[src/rtl/stbuf_pkg.sv]
package stbuf_pkg;

  typedef enum logic [1:0] {
    ST_I = 2'd0,
    ST_S = 2'd1,
    ST_E = 2'd2,
    ST_M = 2'd3
  } mesi_t;

  typedef enum logic {
    DR_IDLE = 1'b0,
    DR_WAIT = 1'b1
  } drain_st_t;

  // A store must also go to memory when the line is absent, Invalid or Shared
  function automatic logic wt_needed(logic tag_hit, mesi_t s);
    return !tag_hit || (s == ST_I) || (s == ST_S);
  endfunction

  // State after a local cache-only write
  function automatic mesi_t after_store(mesi_t s);
    return (s == ST_E) ? ST_M : s;
  endfunction

  // State after a snoop that hits a valid line
  function automatic mesi_t after_snoop(mesi_t s, logic inv);
    if (inv) return ST_I;
    return ((s == ST_M) || (s == ST_E)) ? ST_S : s;
  endfunction

endpackage

[src/rtl/stq_fifo.sv]
module stq_fifo #(
  parameter int AW    = 32,
  parameter int DW    = 64,
  parameter int DEPTH = 4
) (
  input  logic            clk,
  input  logic            rst_n,
  input  logic            push,
  input  logic [AW-1:0]   push_addr,
  input  logic [DW-1:0]   push_data,
  input  logic [DW/8-1:0] push_be,
  input  logic            pop,
  output logic            full,
  output logic            head_valid,
  output logic [AW-1:0]   head_addr,
  output logic [DW-1:0]   head_data,
  output logic [DW/8-1:0] head_be
);
  localparam int PW  = (DEPTH > 1) ? $clog2(DEPTH) : 1;
  localparam int CW  = $clog2(DEPTH + 1);
  localparam int BEW = DW / 8;

  logic [AW-1:0]  addr_q [DEPTH];
  logic [DW-1:0]  data_q [DEPTH];
  logic [BEW-1:0] be_q   [DEPTH];
  logic [PW-1:0]  wr_ptr, rd_ptr;
  logic [CW-1:0]  count;

  function automatic logic [PW-1:0] ptr_inc(logic [PW-1:0] p);
    return (p == PW'(DEPTH - 1)) ? '0 : p + 1'b1;
  endfunction

  assign full       = (count == CW'(DEPTH));
  assign head_valid = (count != '0);
  assign head_addr  = addr_q[rd_ptr];
  assign head_data  = data_q[rd_ptr];
  assign head_be    = be_q[rd_ptr];

  logic do_push, do_pop;
  assign do_push = push && !full;
  assign do_pop  = pop && head_valid;

  always_ff @(posedge clk) begin
    if (!rst_n) begin
      wr_ptr <= '0;
      rd_ptr <= '0;
      count  <= '0;
    end else begin
      if (do_push) begin
        addr_q[wr_ptr] <= push_addr;
        data_q[wr_ptr] <= push_data;
        be_q[wr_ptr]   <= push_be;
        wr_ptr         <= ptr_inc(wr_ptr);
      end
      if (do_pop) rd_ptr <= ptr_inc(rd_ptr);
      case ({do_push, do_pop})
        2'b10:   count <= count + 1'b1;
        2'b01:   count <= count - 1'b1;
        default: count <= count;
      endcase
    end
  end
endmodule

[src/rtl/line_state_array.sv]
module line_state_array
  import stbuf_pkg::*;
#(
  parameter int LW    = 27,
  parameter int LINES = 16
) (
  input  logic          clk,
  input  logic          rst_n,
  input  logic [LW-1:0] lk_line,
  output logic          lk_tag_hit,
  output mesi_t         lk_state,
  input  logic          upd_valid,
  input  logic          snoop_valid,
  input  logic [LW-1:0] snoop_line,
  input  logic          snoop_inv,
  output logic          snoop_hit,
  input  logic          set_valid,
  input  logic [LW-1:0] set_line,
  input  mesi_t         set_state,
  input  logic [LW-1:0] probe_line,
  output mesi_t         probe_state
);
  localparam int IW = $clog2(LINES);
  localparam int TW = LW - IW;

  logic [TW-1:0] tag_q [LINES];
  mesi_t         st_q  [LINES];

  logic [IW-1:0] lk_idx, sn_idx, st_idx, pr_idx;
  assign lk_idx = lk_line[IW-1:0];
  assign sn_idx = snoop_line[IW-1:0];
  assign st_idx = set_line[IW-1:0];
  assign pr_idx = probe_line[IW-1:0];

  assign lk_tag_hit  = (tag_q[lk_idx] == lk_line[LW-1:IW]);
  assign lk_state    = st_q[lk_idx];
  assign snoop_hit   = snoop_valid && (tag_q[sn_idx] == snoop_line[LW-1:IW])
                       && (st_q[sn_idx] != ST_I);
  assign probe_state = (tag_q[pr_idx] == probe_line[LW-1:IW]) ? st_q[pr_idx] : ST_I;

  always_ff @(posedge clk) begin
    if (!rst_n) begin
      for (int i = 0; i < LINES; i++) begin
        tag_q[i] <= '0;
        st_q[i]  <= ST_I;
      end
    end else if (set_valid) begin
      tag_q[st_idx] <= set_line[LW-1:IW];
      st_q[st_idx]  <= set_state;
    end else if (snoop_hit) begin
      st_q[sn_idx] <= after_snoop(st_q[sn_idx], snoop_inv);
    end else if (upd_valid) begin
      st_q[lk_idx] <= after_store(st_q[lk_idx]);
    end
  end
endmodule

[src/rtl/stbuf_drain.sv]
module stbuf_drain
  import stbuf_pkg::*;
#(
  parameter int AW         = 32,
  parameter int DW         = 64,
  parameter int DEPTH      = 4,
  parameter int LINES      = 16,
  parameter int LINE_BYTES = 32
) (
  input  logic                           clk,
  input  logic                           rst_n,
  input  logic                           enq_valid,
  output logic                           enq_ready,
  input  logic [AW-1:0]                  enq_addr,
  input  logic [DW-1:0]                  enq_data,
  input  logic [DW/8-1:0]                enq_be,
  input  logic                           snoop_valid,
  input  logic [AW-$clog2(LINE_BYTES)-1:0] snoop_line,
  input  logic                           snoop_inv,
  output logic                           snoop_hit,
  input  logic                           set_valid,
  input  logic [AW-$clog2(LINE_BYTES)-1:0] set_line,
  input  logic [1:0]                     set_state,
  input  logic [AW-$clog2(LINE_BYTES)-1:0] probe_line,
  output logic [1:0]                     probe_state,
  output logic                           cwr_valid,
  output logic [AW-1:0]                  cwr_addr,
  output logic [DW-1:0]                  cwr_data,
  output logic [DW/8-1:0]                cwr_be,
  output logic                           bus_req,
  input  logic                           bus_ack,
  output logic [AW-1:0]                  bus_addr,
  output logic [DW-1:0]                  bus_data,
  output logic [DW/8-1:0]                bus_be
);
  localparam int OFF = $clog2(LINE_BYTES);
  localparam int LW  = AW - OFF;
  localparam int BEW = DW / 8;

  // named internal events, used by the bound checker
  logic           head_valid, q_full, pop;
  logic [AW-1:0]  head_addr;
  logic [DW-1:0]  head_data;
  logic [BEW-1:0] head_be;
  logic           lk_tag_hit, lk_hit, drain_go, drain_wt;
  mesi_t          lk_state, probe_st;
  drain_st_t      dr_q;

  stq_fifo #(.AW(AW), .DW(DW), .DEPTH(DEPTH)) u_fifo (
    .clk        (clk),
    .rst_n      (rst_n),
    .push       (enq_valid),
    .push_addr  (enq_addr),
    .push_data  (enq_data),
    .push_be    (enq_be),
    .pop        (pop),
    .full       (q_full),
    .head_valid (head_valid),
    .head_addr  (head_addr),
    .head_data  (head_data),
    .head_be    (head_be)
  );

  line_state_array #(.LW(LW), .LINES(LINES)) u_lines (
    .clk         (clk),
    .rst_n       (rst_n),
    .lk_line     (head_addr[AW-1:OFF]),
    .lk_tag_hit  (lk_tag_hit),
    .lk_state    (lk_state),
    .upd_valid   (drain_go && !drain_wt),
    .snoop_valid (snoop_valid),
    .snoop_line  (snoop_line),
    .snoop_inv   (snoop_inv),
    .snoop_hit   (snoop_hit),
    .set_valid   (set_valid),
    .set_line    (set_line),
    .set_state   (mesi_t'(set_state)),
    .probe_line  (probe_line),
    .probe_state (probe_st)
  );

  assign enq_ready   = !q_full;
  assign probe_state = probe_st;

  // decision is taken from the state read while the store is at the head
  assign lk_hit   = lk_tag_hit && (lk_state != ST_I);
  assign drain_go = (dr_q == DR_IDLE) && head_valid && !snoop_valid && !set_valid;
  assign drain_wt = wt_needed(lk_tag_hit, lk_state);
  assign pop      = (drain_go && !drain_wt) || ((dr_q == DR_WAIT) && bus_ack);

  assign cwr_valid = drain_go && lk_hit;
  assign cwr_addr  = head_addr;
  assign cwr_data  = head_data;
  assign cwr_be    = head_be;

  assign bus_req  = (dr_q == DR_WAIT);
  assign bus_addr = head_addr;
  assign bus_data = head_data;
  assign bus_be   = head_be;

  always_ff @(posedge clk) begin
    if (!rst_n) begin
      dr_q <= DR_IDLE;
    end else begin
      case (dr_q)
        DR_IDLE: if (drain_go && drain_wt) dr_q <= DR_WAIT;
        DR_WAIT: if (bus_ack) dr_q <= DR_IDLE;
        default: dr_q <= DR_IDLE;
      endcase
    end
  end
endmodule

[config.mk]
export PLATFORM = sky130hd
export DESIGN_NAME = stbuf_drain
export DESIGN_NICKNAME = d
export VERILOG_FILES = /design/src/rtl/stbuf_pkg.sv /design/src/rtl/stq_fifo.sv /design/src/rtl/line_state_array.sv /design/src/rtl/stbuf_drain.sv
export SDC_FILE = /design/constraint.sdc
export NUM_CORES = 1
export LEC_CHECK = 0
export CAP_MARGIN = 25
export CORE_MARGIN = 3
export CORE_UTILIZATION = 30
export DETAILED_ROUTE_END_ITERATION = 6
export PLACE_DENSITY = 0.48
export SETUP_SLACK_MARGIN = 0.05
export SLEW_MARGIN = 40
export SYNTH_ARGS = -nofsm -noshare
export SYNTH_HDL_FRONTEND = slang
export SYNTH_HIERARCHICAL = 1
export SYNTH_SLANG_ARGS = --single-unit
export TNS_END_PERCENT = 30
[constraint.sdc]
create_clock -name clk -period 5.85 [get_ports clk]
set_clock_uncertainty 0.05 [all_clocks]
set_input_delay 1.4625 -clock clk [delete_from_list [all_inputs] [get_ports clk]]
set_output_delay 1.4625 -clock clk [all_outputs]
set_load 0.005 [all_outputs]
-- Word-level counts from Yosys, hierarchy flattened
Memory sizes are Yosys's and may differ from the RTL's. A register that Yosys moved wholly into a read port is not among the register bits.
Cells that the tools add are included.
- input bits: 194
- memories kept: 5
- register bits: 8
- RAM bits: 816
- eq/ne operators: 12
- bitwise gates (word level): 1
- reduce and logical (&&, ||, !) cells: 30
- multiplexer cells: 52
- $add $sub $neg: 4
- memory list (name ; depth ; width ; read ports ; clocked after memory_dff ; wr ports ; RTL line ; RTL):
    u_lines.tag_q ; 16 ; 23 ; 3 ; 0 ; 16 ; line_state_array.sv:26 ; logic [TW-1:0] tag_q [LINES];
    u_fifo.data_q ; 4 ; 64 ; 1 ; 1 ; 1 ; stq_fifo.sv:24 ; logic [DW-1:0] data_q [DEPTH];
    u_fifo.addr_q ; 4 ; 32 ; 1 ; 1 ; 1 ; stq_fifo.sv:23 ; logic [AW-1:0] addr_q [DEPTH];
    u_fifo.be_q ; 4 ; 8 ; 1 ; 1 ; 1 ; stq_fifo.sv:25 ; logic [BEW-1:0] be_q [DEPTH];
    u_lines.st_q ; 16 ; 2 ; 3 ; 0 ; 16 ; line_state_array.sv:27 ; mesi_t st_q [LINES];
- operator list (operator ; count):
    23-bit equality test ; 3
    2-bit two-way mux ; 19
    1-bit two-way mux ; 26
    23-bit two-way mux ; 1
    23-bit OR reduction ; 1
    4-bit two-way mux ; 4
    2-bit equality test, second input constant ; 6
    1-bit logical AND ; 12
    3-bit case mux with 2 select lines ; 1
    2-bit nonzero test ; 3
    2-bit OR reduction ; 3
    1-bit zero test ; 5
    2-bit by 1-bit adder with 2-bit output, second input constant ; 2
    2-bit by 1-bit equality test with 1-bit output, second input constant ; 2
    1-bit logical OR ; 4
    3-bit by 1-bit adder with 3-bit output, second input constant ; 1
    3-bit equality test, second input constant ; 1
    3-bit nonzero test ; 1
    3-bit by 1-bit subtractor with 3-bit output, second input constant ; 1
    2-bit zero test ; 1
    1-bit case mux with 2 select lines ; 1
    1-bit inverter ; 1

-- Depth between registers and ports, before layout
Gate-level depths: netlist of the first run.
An unclocked memory read counts as a cell.
- depth after elaboration: 14
- mapped depth: 22
- mapped depth without buffers: 17

-- Hierarchy
The synthesis of the first run kept the hierarchy.
- by module, submodules not included (module ; instances ; area an instance (um^2) ; cells an instance):
    line_state_array ; 1 ; 25578.3 ; 1667
    stq_fifo ; 1 ; 15513.6 ; 600
    stbuf_drain ; 1 ; 877.1 ; 117

-- Worst setup path before layout of the first run
OpenSTA, ideal clock, no wires.
- path kind: flip-flop to flip-flop
- from: reg with a tool-made name
- to: mem u_lines/st_q[14][0] in the netlist's numbering (enable)
- setup slack: -0.536 ns
- clock period less this slack: 6.386 ns
- required time: 5.473 ns
- stages on the path, launching flop included: 22
- arrival time: 6.009 ns
- library setup time: 0.327 ns
- path through: dfxtp_1 clkbuf_1 clkbuf_1 mux4_2 buf_2 clkbuf_1 buf_1 buf_1 mux4_2 mux4_2 xnor2_1 nand4_1 nor3_1 nand2_1 nor2_1 clkbuf_1 nand3_1 a21oi_1 or4b_4 or3b_1 buf_2 o21ai_0
- RTL lines (item ; RTL line):
    to (decl) ; line_state_array.sv:27

==> results.env, run 1 <==
GRTUSAGETOTAL_PCT=20.24
POSTLAYOUTSETUPSLACKWORST_PS=-293.6
SYN-INSTANCE-COUNT=2384
SLEW_HEADROOM_PCT=39.37
IR_DROP_V=0.0002091
CTS.REPORTEDPATHS.CLKPINSLEW_PS=60
GR-TOTAL-OVERFLOW=0
CLOCK_SINKS=826
DIE_X_UM=380.0
DETAIL_ROUTE.WIRELENGTH_UM=148800
PLACE.GP.CONGESTION=0.8483
WORST_PIN_SLEW_PS=909.4
MAXCAPVIOLCOUNT=0
GRT_MAX_DEGREE=101
CRITICAL-PATH-MAX-STAGE-DELAY_PS=720
TIMING.CRITICAL_PATH.FROM_TYPE='flip-flop'
DIE_HEIGHT_UM=380.0
ROUTE.DETAILED.WL_PER_INST_UM=31.01
LAYOUT.CELL_AREA.NON_FILLER_UM2=52820
CRIT_REQUIRED_PS=4340
SYNTH_AREA_LEADERS='edfxtp_1 (58%), mux4_2 (23%), and2_1 (5.5%), buf_4 (1.9%), mux2i_1 (1.1%)'
TIMING.REG2REG.WORST_PATH_DEPTH=20
CP_MAX_FO=43
REPORT.FINAL.HOLD_VIOL_COUNT=0
HOLDWS_PS=465.4
SYNTHARSTFLOPSHARE_PCT=0
ANT_NETS=0
CLOCK_ROOT_BUFFER='clkbuf_16'
FINALPOWER_mW=14.92
PATH_DELAY_FAMILY='multiplexers'
NETLIST.AREA_LEADER.SHARE_PCT=58.38
CPMAXSTAGEDELAYCELL='mux4_4'
PWR_DENSITY_CELL_nW_PER_UM2=282.5
SYNTH.LIB_CELLS_USED.DISTINCT=71
UNREPAIRED_SETUP_ENDPOINTS_AFTER_GLOBAL_ROUTING='yes'
TIMING.CRITICAL_PATH.ARRIVAL_PS=4630
POST_SYNTHESIS_CELL_AREA_UM2=41970
PERIOD_MINUS_SLACK_PS=6144
YOSYS_WARNINGS=6
1ST_ITER_DRT_VIOLS=2562
TIMING.SETUP.CRITICAL_PATH_CLASS='reg2out'
POSTSYNTHNETCOUNT=2585
BOUNDARYPINS=408
FIRST_GLOBAL_VIAS=26252
DETAILROUTE.VIA_COUNT=25666
WORSTPATHCELLLIST='mux4_4 -> buf_12 -> mux4_2 -> mux4_2 -> xor2_1 -> nor4_1 -> nand4_1 -> nor3_2 -> buf_6 -> o21ai_2 -> nor2_1 -> buf_2'
STATIC-LEAKAGE-POWER_nW=17.40
MET2ROUTEDLENGTH_UM=70150
FINAL_NETS=3052
CELL_TAKING_THE_MOST_AREA_AFTER_SYNTHESIS='edfxtp_1'
DRV_SLEW=0
WORST-PATH-BUF-INV=3
MEAN_POST_SYNTH_CELL_AREA_UM2=17.60
TRITONCTS='built'
TNS_PS=-293.6
WORSTHOLDPATHCELLS=2
STARTING_UTILIZATION_OF_THE_CORE_AREA_PCT=30.37
FLOORPLAN.ROWS=136
WL_MET3_UM=13450
VIOLATIONS='negative setup slack'
GRT_PASS1_WL_UM=207500
DR.PASS1.ITERS=5
MAXUSEDROUTINGLAYER='met5'
LAYOUT_WORST_PATH_CYCLE_SHARE_PCT=105.0
MAX_FREQ_MHz=162.8
FLIP_FLOP_AND_LATCH_COUNT_AFTER_SYNTHESIS=826
CTS_MAX_LEVEL=3
DRT-MET1-WL_UM=60390
CTS.HOLD.BUFFERS_ADDED=0
CLK-INSERTION-DELAY-LATE_PS=700
REPORT.FINAL.SETUP_VIOL=1
COUNT_OF_FLIP_FLOPS_WITH_A_BUILT_IN_ENABLE_AFTER_SYNTHESIS=816
NETLIST_TOP_CELLS_COUNT='edfxtp_1 (816), mux4_2 (425), and2_1 (372), buf_4 (107), clkbuf_1 (97)'
WORST-PATH-STAGES=12
NUMPORTBUFFERS=407
AREAGROWTHSYNTHTOFINISH_PCT=25.86
WORSTSETUPENDPOINTTYPE='output pin'
FINAL_UTIL_PCT=38.23
SYNTH_TOP_FLOP_CELL='edfxtp_1'
HPWL_UM=99510
PATH_COMMON_CELL='mux4_2'
HOLDCRITPATHCLASS='reg2reg'
CTS-BUFFERS-INSERTED=93
POST_DRT_VIA_CELL_RATIO=5.349
PLACED_CELL_AREAS_UM2=49200
LIBRARY_CELL_WITH_THE_HIGHEST_INSTANCE_COUNT_AFTER_SYNTHESIS='edfxtp_1'
SYNTH_SEQUENTIAL_AREA_RATIO_PCT=58.86
CORE-AREA_UM2=138200
RUN_STATUS='finished, violations left'
CLK_PATH_BUF_DEPTH=3
ANTENNA_FOUND_INITIAL=18
REMAINING_DRC_ERRORS=0
DRIVE_GT1_SHARE_PCT=31.61
DESIGN.DIE.AREA_UM2=144400
[logic make-up after synthesis]
| group | after synthesis | synth area share (%) |
|---|---|---|
| multiplexers | 494 | 25.02 |
| AO/OA/AOI/OAI | 111 | 1.729 |
| XOR/XNOR | 75 | 1.565 |
| flip-flops | 826 | 58.86 |
| AND/OR/NAND/NOR | 567 | 8.249 |
| adder cells (fa/ha/maj) | 7 | 0.2266 |
| buffers and inverters | 304 | 4.353 |
[flip-flops by register name, summed over array words and instances (netlist names), named ones only]
| register | count |
|---|---|
| bus_req | 1 |
| u_fifo/addr_q | 128 |
| u_fifo/be_q | 32 |
| u_fifo/count | 3 |
| u_fifo/data_q | 256 |
| u_fifo/rd_ptr | 2 |
| u_fifo/wr_ptr | 2 |
| u_lines/st_q | 32 |
| u_lines/tag_q | 368 |
[cells in the final DEF (no fill, tap or decap), drive strengths merged, types with 38 or more instances in the layout]
| master | synthesis | final |
|---|---|---|
| edfxtp | 816 | 816 |
| clkdlybuf4s50 | 0 | 395 |
| mux2i | 48 | 48 |
| buf | 193 | 264 |
| clkbuf | 97 | 112 |
| and2 | 372 | 372 |
| xnor2 | 38 | 38 |
| o21ai | 47 | 47 |
| mux4 | 439 | 439 |
| nor2 | 50 | 50 |
[path summary, 6_finish.rpt]
| check | slack [ps] | to | from |
|---|---|---|---|
| worst max-delay path | -290 | cwr_valid | flip-flop |
| worst min register to register | 470 | u_fifo/wr_ptr[1] | u_fifo/wr_ptr[1] |
| worst min-delay path | 470 | u_fifo/wr_ptr[1] | u_fifo/wr_ptr[1] |
| worst max register to register | 20 | u_lines/st_q[1][1] | flip-flop |
[metal layers]
| metal | GRT usage, % | up-vias |
|---|---|---|
| li1 | - | 10436 |
| met1 | 26.76 | 13583 |
| met2 | 32.37 | 1375 |
| met3 | 5.490 | 254 |
| met4 | 6.594 | 18 |
| met5 | 0 | - |
[per-stage QoR]
step | worst slack, ps | instances
floorplan | 118.5 | 2384
global placement | -699.3 | 4606
detailed placement | -660.0 | 4607
CTS | -520.4 | 4788
global route | -526.2 | 4789
finish | -293.6 | 4798
[where the power goes]
part	switching [mW]	internal, mW
Clock	2.43	3.53
Sequential	0.162	6.77
Combinational	0.997	1.03
[cell type report]
class                   instances  area [um2]
clock buffers                 112        2419
fillers                     12700       85350
well taps                    1863        2331
inverters                      14       52.55
repair buffers                662        6694
clock inverters                58       711.9
diodes                          9       22.52
flip-flops and latches        826       24710
multi-input cells            1254       15880
[worst register-to-register path, delay by kind of cell (launching register included)]
kind | cells | cell delay [ps]
compound gates | 1 | 40
xor+xnor | 1 | 190
buf+inv | 6 | 1100
flops | 1 | 350
mux | 3 | 1870
simple gates | 9 | 2010
[timing repair]
item,4_1_cts,5_1_grt
pin swaps,14,5
gates cloned,4,0
buffers inserted,8,0
gates resized for setup,55,25
endpoints found under the setup margin,53,69
Note: power is estimated with default switching activity, not from simulation.
==> inputs of run 2 (changes only) <==
- CORE_UTILIZATION: 30 -> 40
- PLACE_DENSITY: 0.48 -> 0.61
==> run 2 against run 1 <==
The run still ends with negative setup slack left; first-iteration DRC count up 12%; largest cell class unchanged; worst hold slack better by 1.7 ps; non-clock buffer count up 32; sequential share of layout area up 0.40 points; register-to-register slack better by 210 ps; count of clock-buffer cells in the layout up 4; combinational power about the same; fmax up 1.2%; worst setup slack better by 72 ps; critical path type unchanged; clock power down 8.7%; highest routed layer unchanged; utilization up 12 points.
==> results.env, run 2 (synthesized netlist as in run 1, its figures left out) <==
DIE_X_UM=329.9
IR_DROP_V=0.0002172
PWR_DENSITY_CELL_nW_PER_UM2=274.7
LAYOUT_WORST_PATH_CYCLE_SHARE_PCT=103.8
DETAILROUTE.VIA_COUNT=25898
RUN_STATUS='finished, violations left'
CTS.REPORTEDPATHS.CLKPINSLEW_PS=60
DESIGN.DIE.AREA_UM2=108800
PERIOD_MINUS_SLACK_PS=6071
CTS.HOLD.BUFFERS_ADDED=0
TRITONCTS='built'
AREAGROWTHSYNTHTOFINISH_PCT=24.79
REPORT.FINAL.HOLD_VIOL_COUNT=0
1ST_ITER_DRT_VIOLS=2861
FILL_COUNT=8309
ROUTE.DETAILED.WL_PER_INST_UM=31.18
BOUNDARYPINS=408
WORST_PIN_SLEW_PS=843.2
PLACE.GP.CONGESTION=0.9299
ANT_NETS=0
TIMING.REG2REG.WORST_PATH_DEPTH=21
CLOCK_ROOT_BUFFER='clkbuf_16'
ANTENNA_FOUND_INITIAL=14
TIMING.CRITICAL_PATH.ARRIVAL_PS=4560
CRIT_REQUIRED_PS=4340
LAYOUT.CELLS.MOST_COMMON='edfxtp_1'
FIRST_GLOBAL_VIAS=26200
STARTING_UTILIZATION_OF_THE_CORE_AREA_PCT=40.44
TNS_PS=-221.3
CPMAXSTAGEDELAYCELL='mux4_4'
CRITICAL-PATH-MAX-STAGE-DELAY_PS=680
FLOORPLAN.ROWS=118
REMAINING_DRC_ERRORS=0
LARGEST_REG_FLOPS=368
MAX_FREQ_MHz=164.7
WORSTPATHCELLLIST='mux4_4 -> buf_16 -> buf_16 -> buf_4 -> mux4_2 -> mux4_2 -> xor2_1 -> nor3_1 -> nand4_1 -> nor3_2 -> buf_6 -> o21ai_2 -> nor2_1 -> buf_2'
CLK_PATH_BUF_DEPTH=3
GRT_PASS1_WL_UM=191000
TIMING.SETUP.CRITICAL_PATH_CLASS='reg2out'
STATIC-LEAKAGE-POWER_nW=17.49
POSTLAYOUTSETUPSLACKWORST_PS=-221.3
WORSTSETUPENDPOINTTYPE='output pin'
UNREPAIRED_SETUP_ENDPOINTS_AFTER_GLOBAL_ROUTING='yes'
GR-TOTAL-OVERFLOW=0
VIOLATIONS='negative setup slack'
CTS_MAX_LEVEL=3
DETAIL_ROUTE.WIRELENGTH_UM=135200
DIE_HEIGHT_UM=329.9
POST_DRT_VIA_CELL_RATIO=5.974
FINALPOWER_mW=14.39
FINAL_NETS=3080
MAX_FLOP_REGISTER='u_lines/tag_q'
CORE-AREA_UM2=103800
POST_LAYOUT_NONFILLER_INSTANCES=4335
NUMPORTBUFFERS=407
MOST-COMMON-LAYOUT-CELLS='edfxtp_1 (816), mux4_2 (422), clkdlybuf4s50_1 (395), and2_1 (372), buf_4 (215)'
GRTUSAGETOTAL_PCT=24.59
HPWL_UM=92480
LARGESTREGISTERS='u_lines/tag_q x368, u_fifo/data_q x256, u_fifo/addr_q x128'
DR.PASS1.ITERS=5
SLEW_HEADROOM_PCT=43.79
HOLD_PATH.STARTPOINT='u_fifo/wr_ptr[1]'
REPORT.FINAL.SETUP_VIOL=1
POST-PLACE-CELLS=4129
HOLDCRITPATHCLASS='reg2reg'
CLOCK_SINKS=826
TIMING.CRITICAL_PATH.FROM_TYPE='flip-flop'
DRIVE_GT1_SHARE_PCT=32.55
DRV_SLEW=0
MAXCAPVIOLCOUNT=0
CTS-BUFFERS-INSERTED=89
WORSTHOLDPATHCELLS=2
GRT_MAX_DEGREE=101
CP_MAX_FO=7
CLK-INSERTION-DELAY-LATE_PS=670
run 2: where the power goes:
group | total, mW | internal [mW] | switching [mW]
logic | 2.02 | 1.05 | 0.970
clock network | 5.44 | 3.06 | 2.38
registers | 6.93 | 6.77 | 0.164
run 2: metrics by stage:
stage	setup slack, ps	hold WS, ps	area (um2)	util, %
floorplan	118.5	417.7	41980	-
CTS	-444.9	465.9	51940	50.04
finish	-221.3	467.1	52370	50.46
global route	-422.5	514.1	52360	50.44
global placement	-742.8	424.7	48410	46.64
detailed placement	-606.8	457.5	48770	46.99
run 2: cell type report:
| class | instances | area (um2) | share of cell area, % |
|---|---|---|---|
| clock inverter | 42 | 387.9 | 0.7406 |
| clock buffer | 116 | 2410 | 4.601 |
| multi-input combinational | 1254 | 15860 | 30.28 |
| tap | 1380 | 1727 | 3.297 |
| antenna | 9 | 22.52 | 0.04300 |
| sequential | 826 | 24710 | 47.18 |
| timing repair buffer | 694 | 7202 | 13.75 |
| inverter | 14 | 52.55 | 0.1003 |
run 2: worst paths after layout:
kind / end / slack (ps)
worst min-delay path: u_fifo/wr_ptr[1] / 470
worst max register to register: u_lines/st_q[10][1] / 230
worst min register to register: u_fifo/wr_ptr[1] / 470
worst max-delay path: cwr_valid / -220
run 2: critical path: cells and delay by family, from the launching register on:
| family | cells | cell delay (ps) |
|---|---|---|
| AO/OA/AOI/OAI | 1 | 60 |
| AND/OR/NAND/NOR | 4 | 700 |
| XOR/XNOR | 1 | 200 |
| buffers and inverters | 5 | 860 |
| multiplexers | 3 | 1700 |
| flip-flops | 1 | 370 |
run 2: layer usage:
layer / vias up / track usage, % / share of wire, % / routed length [um]
li1: 10492 / - / - / -
met1: 13451 / 31.90 / 37 / 50240
met2: 1641 / 39.84 / 48 / 65050
met3: 310 / 5.983 / 11 / 14220
met4: 4 / 10.10 / 4.2 / 5620
met5: - / 0 / 0.020 / 27
run 2: repair_timing:
item                                    in CTS  in global routing
gates cloned                                 4                  2
endpoints found under the setup margin       4                 69
buffers inserted                            11                 24
resized for setup                           23                 54
pin swaps                                   12                 18
